**src/rtl/gpio_port_pkg.sv**
```systemverilog
package gpio_port_pkg;
  // register kinds; address = kind * lanes + (lanes - 1 - lane)
  typedef enum logic [1:0] {
    RK_DATA = 2'd0,
    RK_DIR  = 2'd1,
    RK_IEN  = 2'd2,
    RK_NONE = 2'd3
  } reg_kind_e;

  localparam int unsigned NUM_KINDS = 3;
endpackage

```
**src/rtl/gpio_port_regs.sv**
```systemverilog
module gpio_port_regs
  import gpio_port_pkg::*;
#(
  parameter int unsigned NUM_PINS = 16,
  parameter int unsigned BYTE_W   = 8,
  parameter int unsigned ADDR_W   = 3,
  localparam int unsigned NUM_LANES = NUM_PINS / BYTE_W,
  localparam int unsigned LANE_W    = (NUM_LANES > 1) ? $clog2(NUM_LANES) : 1
) (
  input  logic                clk_i,
  input  logic                rst_ni,
  input  logic                bus_en_i,
  input  logic                bus_we_i,
  input  logic [ADDR_W-1:0]   bus_addr_i,
  input  logic [BYTE_W-1:0]   bus_wdata_i,
  output reg_kind_e           sel_kind_o,
  output logic [LANE_W-1:0]   sel_lane_o,
  output logic [NUM_PINS-1:0] data_o,
  output logic [NUM_PINS-1:0] dir_o,
  output logic [NUM_PINS-1:0] ien_o
);
  localparam int unsigned NUM_ADDR = NUM_KINDS * NUM_LANES;

  reg_kind_e         kind;
  logic [LANE_W-1:0] lane;

  always_comb begin
    int unsigned a;
    a = 32'(bus_addr_i);
    if (a < NUM_ADDR) begin
      kind = reg_kind_e'(2'(a / NUM_LANES));
      lane = LANE_W'(NUM_LANES - 1 - (a % NUM_LANES));
    end else begin
      kind = RK_NONE;
      lane = '0;
    end
  end

  assign sel_kind_o = kind;
  assign sel_lane_o = lane;

  logic wr;
  assign wr = bus_en_i & bus_we_i;

  for (genvar l = 0; l < NUM_LANES; l++) begin : g_lane
    always_ff @(posedge clk_i or negedge rst_ni) begin
      if (!rst_ni) begin
        data_o[l*BYTE_W +: BYTE_W] <= '0;
        dir_o[l*BYTE_W +: BYTE_W]  <= '0;
        ien_o[l*BYTE_W +: BYTE_W]  <= '0;
      end else if (wr && (32'(lane) == l)) begin
        unique case (kind)
          RK_DATA: data_o[l*BYTE_W +: BYTE_W] <= bus_wdata_i;
          RK_DIR:  dir_o[l*BYTE_W +: BYTE_W]  <= bus_wdata_i;
          RK_IEN:  ien_o[l*BYTE_W +: BYTE_W]  <= bus_wdata_i;
          default: ;
        endcase
      end
    end
  end
endmodule

```
**src/rtl/gpio_port_sync.sv**
```systemverilog
module gpio_port_sync #(
  parameter int unsigned WIDTH  = 16,
  parameter int unsigned STAGES = 2
) (
  input  logic             clk_i,
  input  logic             rst_ni,
  input  logic [WIDTH-1:0] d_i,
  output logic [WIDTH-1:0] q_o
);
  logic [WIDTH-1:0] stage_q [STAGES];

  for (genvar s = 0; s < STAGES; s++) begin : g_stage
    always_ff @(posedge clk_i or negedge rst_ni) begin
      if (!rst_ni) stage_q[s] <= '0;
      else if (s == 0) stage_q[s] <= d_i;
      else stage_q[s] <= stage_q[(s == 0) ? 0 : s-1];
    end
  end

  assign q_o = stage_q[STAGES-1];
endmodule

```
**src/rtl/gpio_port_rdmux.sv**
```systemverilog
module gpio_port_rdmux
  import gpio_port_pkg::*;
#(
  parameter int unsigned NUM_PINS = 16,
  parameter int unsigned BYTE_W   = 8,
  localparam int unsigned NUM_LANES = NUM_PINS / BYTE_W,
  localparam int unsigned LANE_W    = (NUM_LANES > 1) ? $clog2(NUM_LANES) : 1
) (
  input  reg_kind_e           sel_kind_i,
  input  logic [LANE_W-1:0]   sel_lane_i,
  input  logic [NUM_PINS-1:0] data_i,
  input  logic [NUM_PINS-1:0] dir_i,
  input  logic [NUM_PINS-1:0] ien_i,
  input  logic [NUM_PINS-1:0] pin_sync_i,
  output logic [BYTE_W-1:0]   rdata_o
);
  logic [NUM_PINS-1:0] pin_rd;

  // output: stored bit; input+buffer on: pad; input+buffer off: 1
  for (genvar i = 0; i < NUM_PINS; i++) begin : g_pin
    assign pin_rd[i] = dir_i[i] ? data_i[i] : (ien_i[i] ? pin_sync_i[i] : 1'b1);
  end

  always_comb begin
    unique case (sel_kind_i)
      RK_DATA: rdata_o = pin_rd[sel_lane_i*BYTE_W +: BYTE_W];
      RK_DIR:  rdata_o = dir_i[sel_lane_i*BYTE_W +: BYTE_W];
      RK_IEN:  rdata_o = ien_i[sel_lane_i*BYTE_W +: BYTE_W];
      default: rdata_o = '0;
    endcase
  end
endmodule

```
**src/rtl/gpio_port_gate.sv**
```systemverilog
module gpio_port_gate
  import gpio_port_pkg::*;
#(
  parameter int unsigned NUM_PINS    = 16,
  parameter int unsigned BYTE_W      = 8,
  parameter int unsigned ADDR_W      = 3,
  parameter int unsigned SYNC_STAGES = 2
) (
  input  logic                clk_i,
  input  logic                rst_ni,
  input  logic                bus_en_i,
  input  logic                bus_we_i,
  input  logic [ADDR_W-1:0]   bus_addr_i,
  input  logic [BYTE_W-1:0]   bus_wdata_i,
  output logic [BYTE_W-1:0]   bus_rdata_o,
  output logic [NUM_PINS-1:0] pad_out_o,
  output logic [NUM_PINS-1:0] pad_oe_o,
  input  logic [NUM_PINS-1:0] pad_in_i
);
  localparam int unsigned NUM_LANES = NUM_PINS / BYTE_W;
  localparam int unsigned LANE_W    = (NUM_LANES > 1) ? $clog2(NUM_LANES) : 1;

  reg_kind_e           sel_kind;
  logic [LANE_W-1:0]   sel_lane;
  logic [NUM_PINS-1:0] data_q, dir_q, ien_q, pin_sync;

  gpio_port_regs #(
    .NUM_PINS(NUM_PINS), .BYTE_W(BYTE_W), .ADDR_W(ADDR_W)
  ) u_regs (
    .clk_i, .rst_ni, .bus_en_i, .bus_we_i, .bus_addr_i, .bus_wdata_i,
    .sel_kind_o(sel_kind), .sel_lane_o(sel_lane),
    .data_o(data_q), .dir_o(dir_q), .ien_o(ien_q)
  );

  gpio_port_sync #(
    .WIDTH(NUM_PINS), .STAGES(SYNC_STAGES)
  ) u_sync (
    .clk_i, .rst_ni, .d_i(pad_in_i), .q_o(pin_sync)
  );

  gpio_port_rdmux #(
    .NUM_PINS(NUM_PINS), .BYTE_W(BYTE_W)
  ) u_rdmux (
    .sel_kind_i(sel_kind), .sel_lane_i(sel_lane),
    .data_i(data_q), .dir_i(dir_q), .ien_i(ien_q),
    .pin_sync_i(pin_sync), .rdata_o(bus_rdata_o)
  );

  assign pad_out_o = data_q;
  assign pad_oe_o  = dir_q;
endmodule

```
**config.mk**
```make
export PLATFORM = sky130hd
export DESIGN_NAME = gpio_port_gate
export DESIGN_NICKNAME = d
export VERILOG_FILES = /design/src/rtl/gpio_port_pkg.sv /design/src/rtl/gpio_port_regs.sv /design/src/rtl/gpio_port_sync.sv /design/src/rtl/gpio_port_rdmux.sv /design/src/rtl/gpio_port_gate.sv
export SDC_FILE = /design/constraint.sdc
export NUM_CORES = 1
export LEC_CHECK = 0
export BUFFER_PORTS_ARGS = -buffer_cell sky130_fd_sc_hd__buf_2
export CORE_MARGIN = 2
export CORE_UTILIZATION = 49
export CTS_BUF_LIST = sky130_fd_sc_hd__clkbuf_16
export DETAILED_ROUTE_END_ITERATION = 6
export GPL_ROUTABILITY_DRIVEN = 0
export GPL_TIMING_DRIVEN = 0
export PLACE_DENSITY = 0.75
export SYNTH_ARGS = -nofsm -noshare
export SYNTH_HDL_FRONTEND = slang
export SYNTH_SLANG_ARGS = --single-unit
```
**constraint.sdc**
```tcl
create_clock -name clk_i -period 1.9 [get_ports clk_i]
set_input_delay 0.475 -clock clk_i [delete_from_list [all_inputs] [get_ports clk_i]]
set_output_delay 0.475 -clock clk_i [all_outputs]
set_load 0.02 [all_outputs]
```
== Word level (Yosys, flattened, before mapping) ==
Cells that the tools add are included.
Word-level totals
  bits in registers: 80
  input bits: 31
Operators by class
  add/subtract/negate cells: 1
  magnitude comparators: 1
  equal/unequal tests: 2
  shift-type cells: 3
  muxes and demuxes: 35
  bitwise operators: 2
  reduce and logical (&&, ||, !) cells: 9
Operators by type and width (number)
  $shiftx A16 B5 Y8: 3
  $mux W1: 33
  $pmux W8 S3: 1
  $reduce_and A2 Y1: 6
  $lt A3 B3 Y1 const B: 1
  $eq A2 B1 Y1 const B: 1
  $eq A2 B2 Y1 const B: 1
  $logic_and A1 B1 Y1: 2
  $logic_not A2 Y1: 1
  $mux W2: 1
  $and A1 B1 Y1: 1
  $not A1 Y1: 1
  $sub A1 B1 Y1 const A: 1

== Longest topological paths before layout ==
Gate-level depths: netlist of the first run.
  depth in word-level cells: 5
  gate-level depth with buffers: 7

== Cells and area by module ==
A second synthesis of the first run with hierarchy kept.
Unflattened totals
  cells, all modules: 254
  area, all modules: 3484.6 um^2
Modules (own cells, without submodules)
  gpio_port_regs: instances 1, cells each 111, area each 1886.8 um^2, seq. area each 1201.2 um^2
  gpio_port_sync: instances 1, cells each 48, area each 920.9 um^2, seq. area each 800.8 um^2
  gpio_port_rdmux: instances 1, cells each 95, area each 676.9 um^2, seq. area each 0.0 um^2

== Worst setup path after synthesis of the first run ==
Ideal clock, no wire load.
  kind: input -> output
  start point: input port bus_addr_i[1]
  end point: output port bus_rdata_o[0]
  arrival time: 1573 ps
  required time: 1425 ps
  setup slack: -148 ps
  cell stages on the path: 5
  buffers on the path: 1
  path through: ha_1 > or2_1 > buf_6 > nor2_2 > a32o_1
On the way
  longest elaborated chain between the ends: 4
Ends and longest elaborated chain
  from (decl): RTL line gpio_port_gate.sv:13  | input logic [ADDR_W-1:0] bus_addr_i,
  $lt A3 B3 Y1: RTL line gpio_port_regs.sv:30  | if (a < NUM_ADDR) begin
  $mux W1 or $mux W2 (tied branches): RTL line gpio_port_regs.sv:30
  $shiftx A16 B5 Y8, or another cell as far along: RTL line gpio_port_rdmux.sv:28  | RK_IEN: rdata_o = ien_i[sel_lane_i*BYTE_W +: BYTE_W];
  $pmux W8 S3 *: RTL line gpio_port_rdmux.sv:25  | unique case (sel_kind_i)
  to (decl): RTL line gpio_port_gate.sv:15  | output logic [BYTE_W-1:0] bus_rdata_o,
Every way passes the cells marked *; elsewhere a longest branch is shown, timed or not.

== Worst setup path in the final report of the first run ==
  start point: input port bus_addr_i[1]
  end point: output port bus_rdata_o[6]
The elaborated chain is that of the path after synthesis.

==> results of run 1 <==
worst max-delay path, cell delays in order:
cell and delay, ps:
buf_12 90, clkinvlp_4 150, ha_4 320, clkbuf_16 180
o21bai_4 170, a32o_2 260, buf_6 130
kinds of logic (layout without fill, tap and decap cells):
logic type                 after synthesis  count (layout)  synth area share (%)
AOI/OAI and AO/OA                       49              49                  10.4
and+or+nand+nor                         51              51                  10.7
DFF                                     80              80                  56.6
buffers and inverters                   12             108                  2.30
adders and majority gates                6               6                  2.12
muxes                                   48              48                  17.8
cell type report:
class	count	share of cell area, %
sequential	80	41.9
buffer	10	3.67
timing repair buffer	81	11.3
clock inverter	6	1.78
clock buffer	9	4.72
inverter	2	0.236
tap	96	2.52
multi-input combinational	154	33.8
worst max path at each step:
| stage | end | slack [ps] | depth (start not counted) |
|---|---|---|---|
| floorplan | bus_rdata_o[0] | 3 | 5 |
| CTS | bus_rdata_o[6] | -330 | 7 |
| detailed placement | bus_rdata_o[0] | -570 | 6 |
| finish | bus_rdata_o[6] | -360 | 7 |
| global placement | bus_rdata_o[2] | -570 | 6 |
| global route | bus_rdata_o[6] | -390 | 7 |
layer usage:
layer	share of wire [%]	GRT usage [%]	vias up	wire (um)
met2	51	38.3	66	4260
met3	4.6	7.11	11	384
met1	43	29.8	1213	3580
met4	1.4	8.14	0	117
li1	-	-	1086	-
met5	0	0	-	0
state kept, by name, indices dropped and copies added, names as in the netlist:
register        count
u_regs.data_o      16
u_regs.dir_o       16
u_sync.q_o         16
u_regs.ien_o       16
u_sync.stage_q     16
per-stage QoR:
step | std cells | power (mW)
floorplan | 246 | 3.08
global placement | 412 | 3.46
detailed placement | 413 | 3.51
CTS | 437 | 5.42
global route | 438 | 5.69
finish | 438 | 5.41
cells in the mapped netlist, drive strengths merged:
master / number
nor3b: 16
a32o: 8
nand2: 8
a22oi: 16
or2: 1
ha: 6
o21bai: 17
nor2: 4
nand3: 3
inv: 2
buf: 7
nand2b: 3
dfrtp: 80
clkbuf: 3
a21oi: 8
mux2: 48
nor2b: 16
report_power, final:
| part | internal [mW] | switching [mW] |
|---|---|---|
| Combinational | 0.725 | 0.658 |
| Sequential | 1.99 | 0.263 |
| Clock | 1.14 | 0.642 |
| Total | 3.85 | 1.56 |
repair_timing:
| action | CTS | global route |
|---|---|---|
| gates resized for setup | 32 | 12 |
| gates cloned | 2 | 1 |
| setup endpoints to repair | 8 | 8 |
| pin swaps | 11 | 9 |
| buffers inserted | 7 | 0 |
==> impl_metrics.py, run 1 <==
metrics = {
    "status": {
        "status": "finished, violations left",
        "violations": "negative setup slack",
    },
    "global_route": {
        "antenna_found_initial": 1,
        "grt_pass1_wl_um": 13300,
        "grtUsageTotal_pct": 23.4,
        "grt_pass1_vias": 2528,
        "grt-ovfl-total": 0,
        "grt_max_degree": 44,
    },
    "routing": {
        "route.vias.total": 2376,
        "avgViaCountPerCell": 5.42,
        "drtIter0Drc": 78,
        "firstDrtPassIters": 4,
        "drc": 0,
        "antenna_left": 0,
        "wl_per_cell_um": 19.0,
        "totalWireLength_um": 8340,
    },
    "place": {
        "pre_cts_ws_ps": -566,
        "dp.final_hpwl_um": 5130,
        "placed_cell_area_um2": 4180,
        "portBuffers": 70,
    },
    "worst_setup_path": {
        "start_kind": "input port",
        "worstSetupPathType": "in -> out",
        "r2r-end": "u_regs.dir_o[2]",
        "r2r_cells": 1,
        "critPathRequiredTime_ps": 1420,
        "rrSetupSlack_ps": 1040,
        "r2r-start": "u_regs.dir_o[2]",
        "worstSetupStartpoint": "bus_addr_i[1]",
        "end_kind": "output port",
        "arrival_ps": 1780,
        "worst-path-max-fanout": 8,
    },
    "synth": {
        "ys_ff_latch": 80,
        "synth.distinct_cells": 22,
        "synth_top_cell_by_area": "dfrtp_1",
        "mappedNetlistArea_um2": 3540,
        "yosysTopAreaCellShare_pct": 56.6,
        "synthCells": 246,
        "syn-mean-instance-area_um2": 14.4,
        "ys_seq_area_share_pct": 56.6,
        "mappedNetlistNets": 283,
        "yosysWarningCount": 0,
        "synthTopCellsByArea": "dfrtp_1 57%, mux2_4 10%, mux2_2 7.6%, o21bai_1 3.6%, a22oi_1 3.4%",
    },
    "clock_tree": {
        "clockRootBuffer": "clkbuf_16",
        "cts_buffers": 9,
        "cts_hold_buffers": 0,
        "cts_sinks": 80,
        "h-tree-depth": 3,
        "clk_pin_slew_ps": 60,
        "clockBufferDepth": 2,
        "cts_tree": "built",
        "clk_latency_ps": 330,
    },
    "sta": {
        "setup-tns-final_ps": -2680,
        "finalSetupViolCount": 8,
        "holdWs_ps": 104,
        "slew_viol_final": 0,
        "grt_setup_unrepaired": "true",
        "fin_crit_sh_pct": 119,
        "relSlewSlack_pct": 65.8,
        "skew_ps": 2.95,
        "layout_setup_ws_ps": -357,
        "period_needed_ps": 2260,
        "tightest_slew_ps": 513,
        "fmax_ghz": 0.443,
        "finalHoldViolCount": 0,
    },
    "floorplan": {
        "fp.dieW_um": 88.9,
        "rows": 30,
        "coreArea_um2": 6910,
        "initial_core_util_pct": 51.2,
        "die_h_um": 88.9,
        "die-area_um2": 7910,
        "io_pins": 71,
    },
    "finish": {
        "diodes": 0,
        "multi_input_area_um2": 1620,
        "final_common_cell": "dfrtp_1",
        "fin_area_um2": 4770,
        "num-nets-final": 375,
        "regArea_um2": 2000,
        "synthToLayoutAreaGrowth_pct": 35.0,
        "drive_gt1_share_pct": 56.7,
        "layout_common_cells": "80 x dfrtp_1, 59 x buf_2, 24 x mux2_2, 24 x mux2_4",
        "post-route-util_pct": 69.1,
        "fill_cells": 501,
    },
    "power_and_ir_drop": {
        "peakVddDrop_v": 0.000602,
        "powerDensity_nw_per_um2": 1130,
        "power.leakage_nw": 2.30,
    },
    "job": {
        "cap_violations": 0,
    },
    "min_path": {
        "hp-class": "in -> async",
    },
}
No activity file was read; power rests on OpenSTA's default activity.
==> inputs of run 2 (changes only) <==
--- a/config.mk
+++ b/config.mk
@@ -6,13 +6,15 @@
 export NUM_CORES = 1
 export LEC_CHECK = 0
 export BUFFER_PORTS_ARGS = -buffer_cell sky130_fd_sc_hd__buf_2
+export CELL_PAD_IN_SITES_DETAIL_PLACEMENT = 0
+export CELL_PAD_IN_SITES_GLOBAL_PLACEMENT = 1
 export CORE_MARGIN = 2
-export CORE_UTILIZATION = 49
+export CORE_UTILIZATION = 40
 export CTS_BUF_LIST = sky130_fd_sc_hd__clkbuf_16
 export DETAILED_ROUTE_END_ITERATION = 6
 export GPL_ROUTABILITY_DRIVEN = 0
 export GPL_TIMING_DRIVEN = 0
-export PLACE_DENSITY = 0.75
+export PLACE_DENSITY_LB_ADDON = 0.1
 export SYNTH_ARGS = -nofsm -noshare
 export SYNTH_HDL_FRONTEND = slang
 export SYNTH_SLANG_ARGS = --single-unit
==> impl_metrics.py, run 2 (synthesis results as in run 1) <==
metrics = {
    "status": {
        "status": "finished, violations left",
        "violations": "negative setup slack",
    },
    "sta": {
        "fin_crit_sh_pct": 114,
        "finalSetupViolCount": 8,
        "fmax_ghz": 0.460,
        "skew_ps": 4.53,
        "tightest_slew_ps": 502,
        "grt_setup_unrepaired": "true",
        "setup-tns-final_ps": -2070,
        "finalHoldViolCount": 0,
        "relSlewSlack_pct": 66.5,
        "period_needed_ps": 2170,
        "slew_viol_final": 0,
        "layout_setup_ws_ps": -274,
    },
    "worst_setup_path": {
        "r2r-start": "u_regs.dir_o[1]",
        "cp_num_buf_inv": 4,
        "worstSetupPathType": "in -> out",
        "start_kind": "input port",
        "arrival_ps": 1700,
        "rrSetupSlack_ps": 1070,
        "critPathRequiredTime_ps": 1420,
        "end_kind": "output port",
        "crit_chain": "buf_12, clkinvlp_4, ha_4, clkbuf_16, nand2_1, a32o_2, buf_6",
        "worst-path-max-fanout": 10,
        "crit_slowest_cell": "ha_4",
        "cp_top_family": "buffers and inverters",
        "worstSetupStartpoint": "bus_addr_i[1]",
        "r2r-end": "u_regs.dir_o[1]",
        "slowest_delay_ps": 350,
        "r2r_cells": 1,
    },
    "finish": {
        "diodes": 0,
        "drive_gt1_share_pct": 57.2,
        "post-route-util_pct": 55.0,
        "final_common_cell": "dfrtp_1",
        "final_cells": 449,
        "num-nets-final": 373,
        "synthToLayoutAreaGrowth_pct": 34.4,
        "layout_common_cells": "80 x dfrtp_1, 59 x buf_2, 24 x mux2_2, 24 x mux2_4",
        "fin_area_um2": 4750,
    },
    "floorplan": {
        "coreArea_um2": 8640,
        "initial_core_util_pct": 40.9,
        "die_h_um": 98.0,
        "die-area_um2": 9610,
        "rows": 34,
        "io_pins": 71,
        "fp.dieW_um": 98.0,
    },
    "power_and_ir_drop": {
        "powerDensity_nw_per_um2": 1100,
        "peakVddDrop_v": 0.000418,
        "p_switching_mw": 1.62,
        "swShare_pct": 31.0,
        "comb_power_share_pct": 25.8,
        "power.share.clock_pct": 31.1,
        "cellInternalPower_mw": 3.60,
        "pwr-share-seq_pct": 43.1,
        "power.leakage_nw": 2.28,
        "finalPower_mw": 5.21,
    },
    "routing": {
        "firstDrtPassIters": 3,
        "antenna_left": 0,
        "drtIter0Drc": 31,
        "avgViaCountPerCell": 5.11,
        "drc": 0,
        "totalWireLength_um": 8230,
        "route.vias.total": 2296,
        "wl_per_cell_um": 18.3,
    },
    "global_route": {
        "grt-ovfl-total": 0,
        "grt_pass1_wl_um": 13100,
        "grt_pass1_vias": 2391,
        "antenna_found_initial": 0,
        "grt_max_degree": 44,
        "grtUsageTotal_pct": 18.1,
    },
    "clock_tree": {
        "clockRootBuffer": "clkbuf_16",
        "h-tree-depth": 3,
        "clk_latency_ps": 340,
        "cts_sinks": 80,
        "cts_tree": "built",
        "clk_pin_slew_ps": 60,
        "clockBufferDepth": 2,
        "cts_hold_buffers": 0,
        "cts_buffers": 9,
    },
    "place": {
        "dp.final_hpwl_um": 5280,
        "portBuffers": 70,
        "placed_cell_area_um2": 4190,
        "dp_cells": 425,
    },
    "job": {
        "cap_violations": 0,
    },
    "min_path": {
        "hp-class": "in -> async",
    },
}
## run 2: cell count changes in the layout (fill, tap and decap cells not counted), moves of 2 or more
| cell | delta |
|---|---|
| a21oi_2 | +4 |
| o21bai_1 | +2 |
| buf_6 | -2 |
| nand2_2 | -2 |
| inv_6 | +3 |
| bufinv_16 | -2 |
| nand2_1 | +2 |
| a21oi_1 | -4 |
## run 2: per-stage QoR
step / worst slack (ps) / hold slack [ps]
global placement: -624 / 332
finish: -274 / 99.7
floorplan: 2.52 / 179
detailed placement: -566 / 336
CTS: -312 / 117
global route: -318 / 146
## run 2: power groups by stage
stage	combinational, mW	sequential [mW]	clock [mW]
2_1_floorplan	0.661	2.42	0
3_3_place_gp	1.22	2.26	0
3_5_place_dp	1.24	2.27	0
4_1_cts	1.34	2.25	1.67
5_1_grt	1.44	2.30	1.73
6_report	1.35	2.25	1.62
## run 2: what timing repair did
item,4_1_cts,5_1_grt
cloned,1,0
hold endpoints to repair,0,0
pin swaps,7,11
setup buffers,6,1
gates resized for setup,34,17
setup endpoints to repair,8,8
## run 2: routing by layer
metal | up-vias | part of all wire [%] | global-route usage, %
met2 | 44 | 50 | 29.7
met5 | - | 0 | 0
li1 | 1082 | - | -
met1 | 1159 | 45 | 23.9
met4 | 0 | 1.4 | 5.77
met3 | 11 | 3.7 | 4.44
## run 2: cell type report
cell class / count / area, um^2
buffer: 10 / 184
clock buffer: 9 / 225
clock inverter: 7 / 52.6
fill: 763 / 3880
inverter: 2 / 13.8
multi-input combinational: 154 / 1620
sequential: 80 / 2000
tap: 108 / 135
timing repair buffer: 79 / 522
## run 2: how the worst max path moves through the flow
stage                     endpoint  slack [ps]  cells past startpoint
global route        bus_rdata_o[6]        -320                      7
CTS                 bus_rdata_o[3]        -310                      7
detailed placement  bus_rdata_o[7]        -570                      6
finish              bus_rdata_o[6]        -270                      7
floorplan           bus_rdata_o[0]           3                      5
global placement    bus_rdata_o[7]        -620                      6
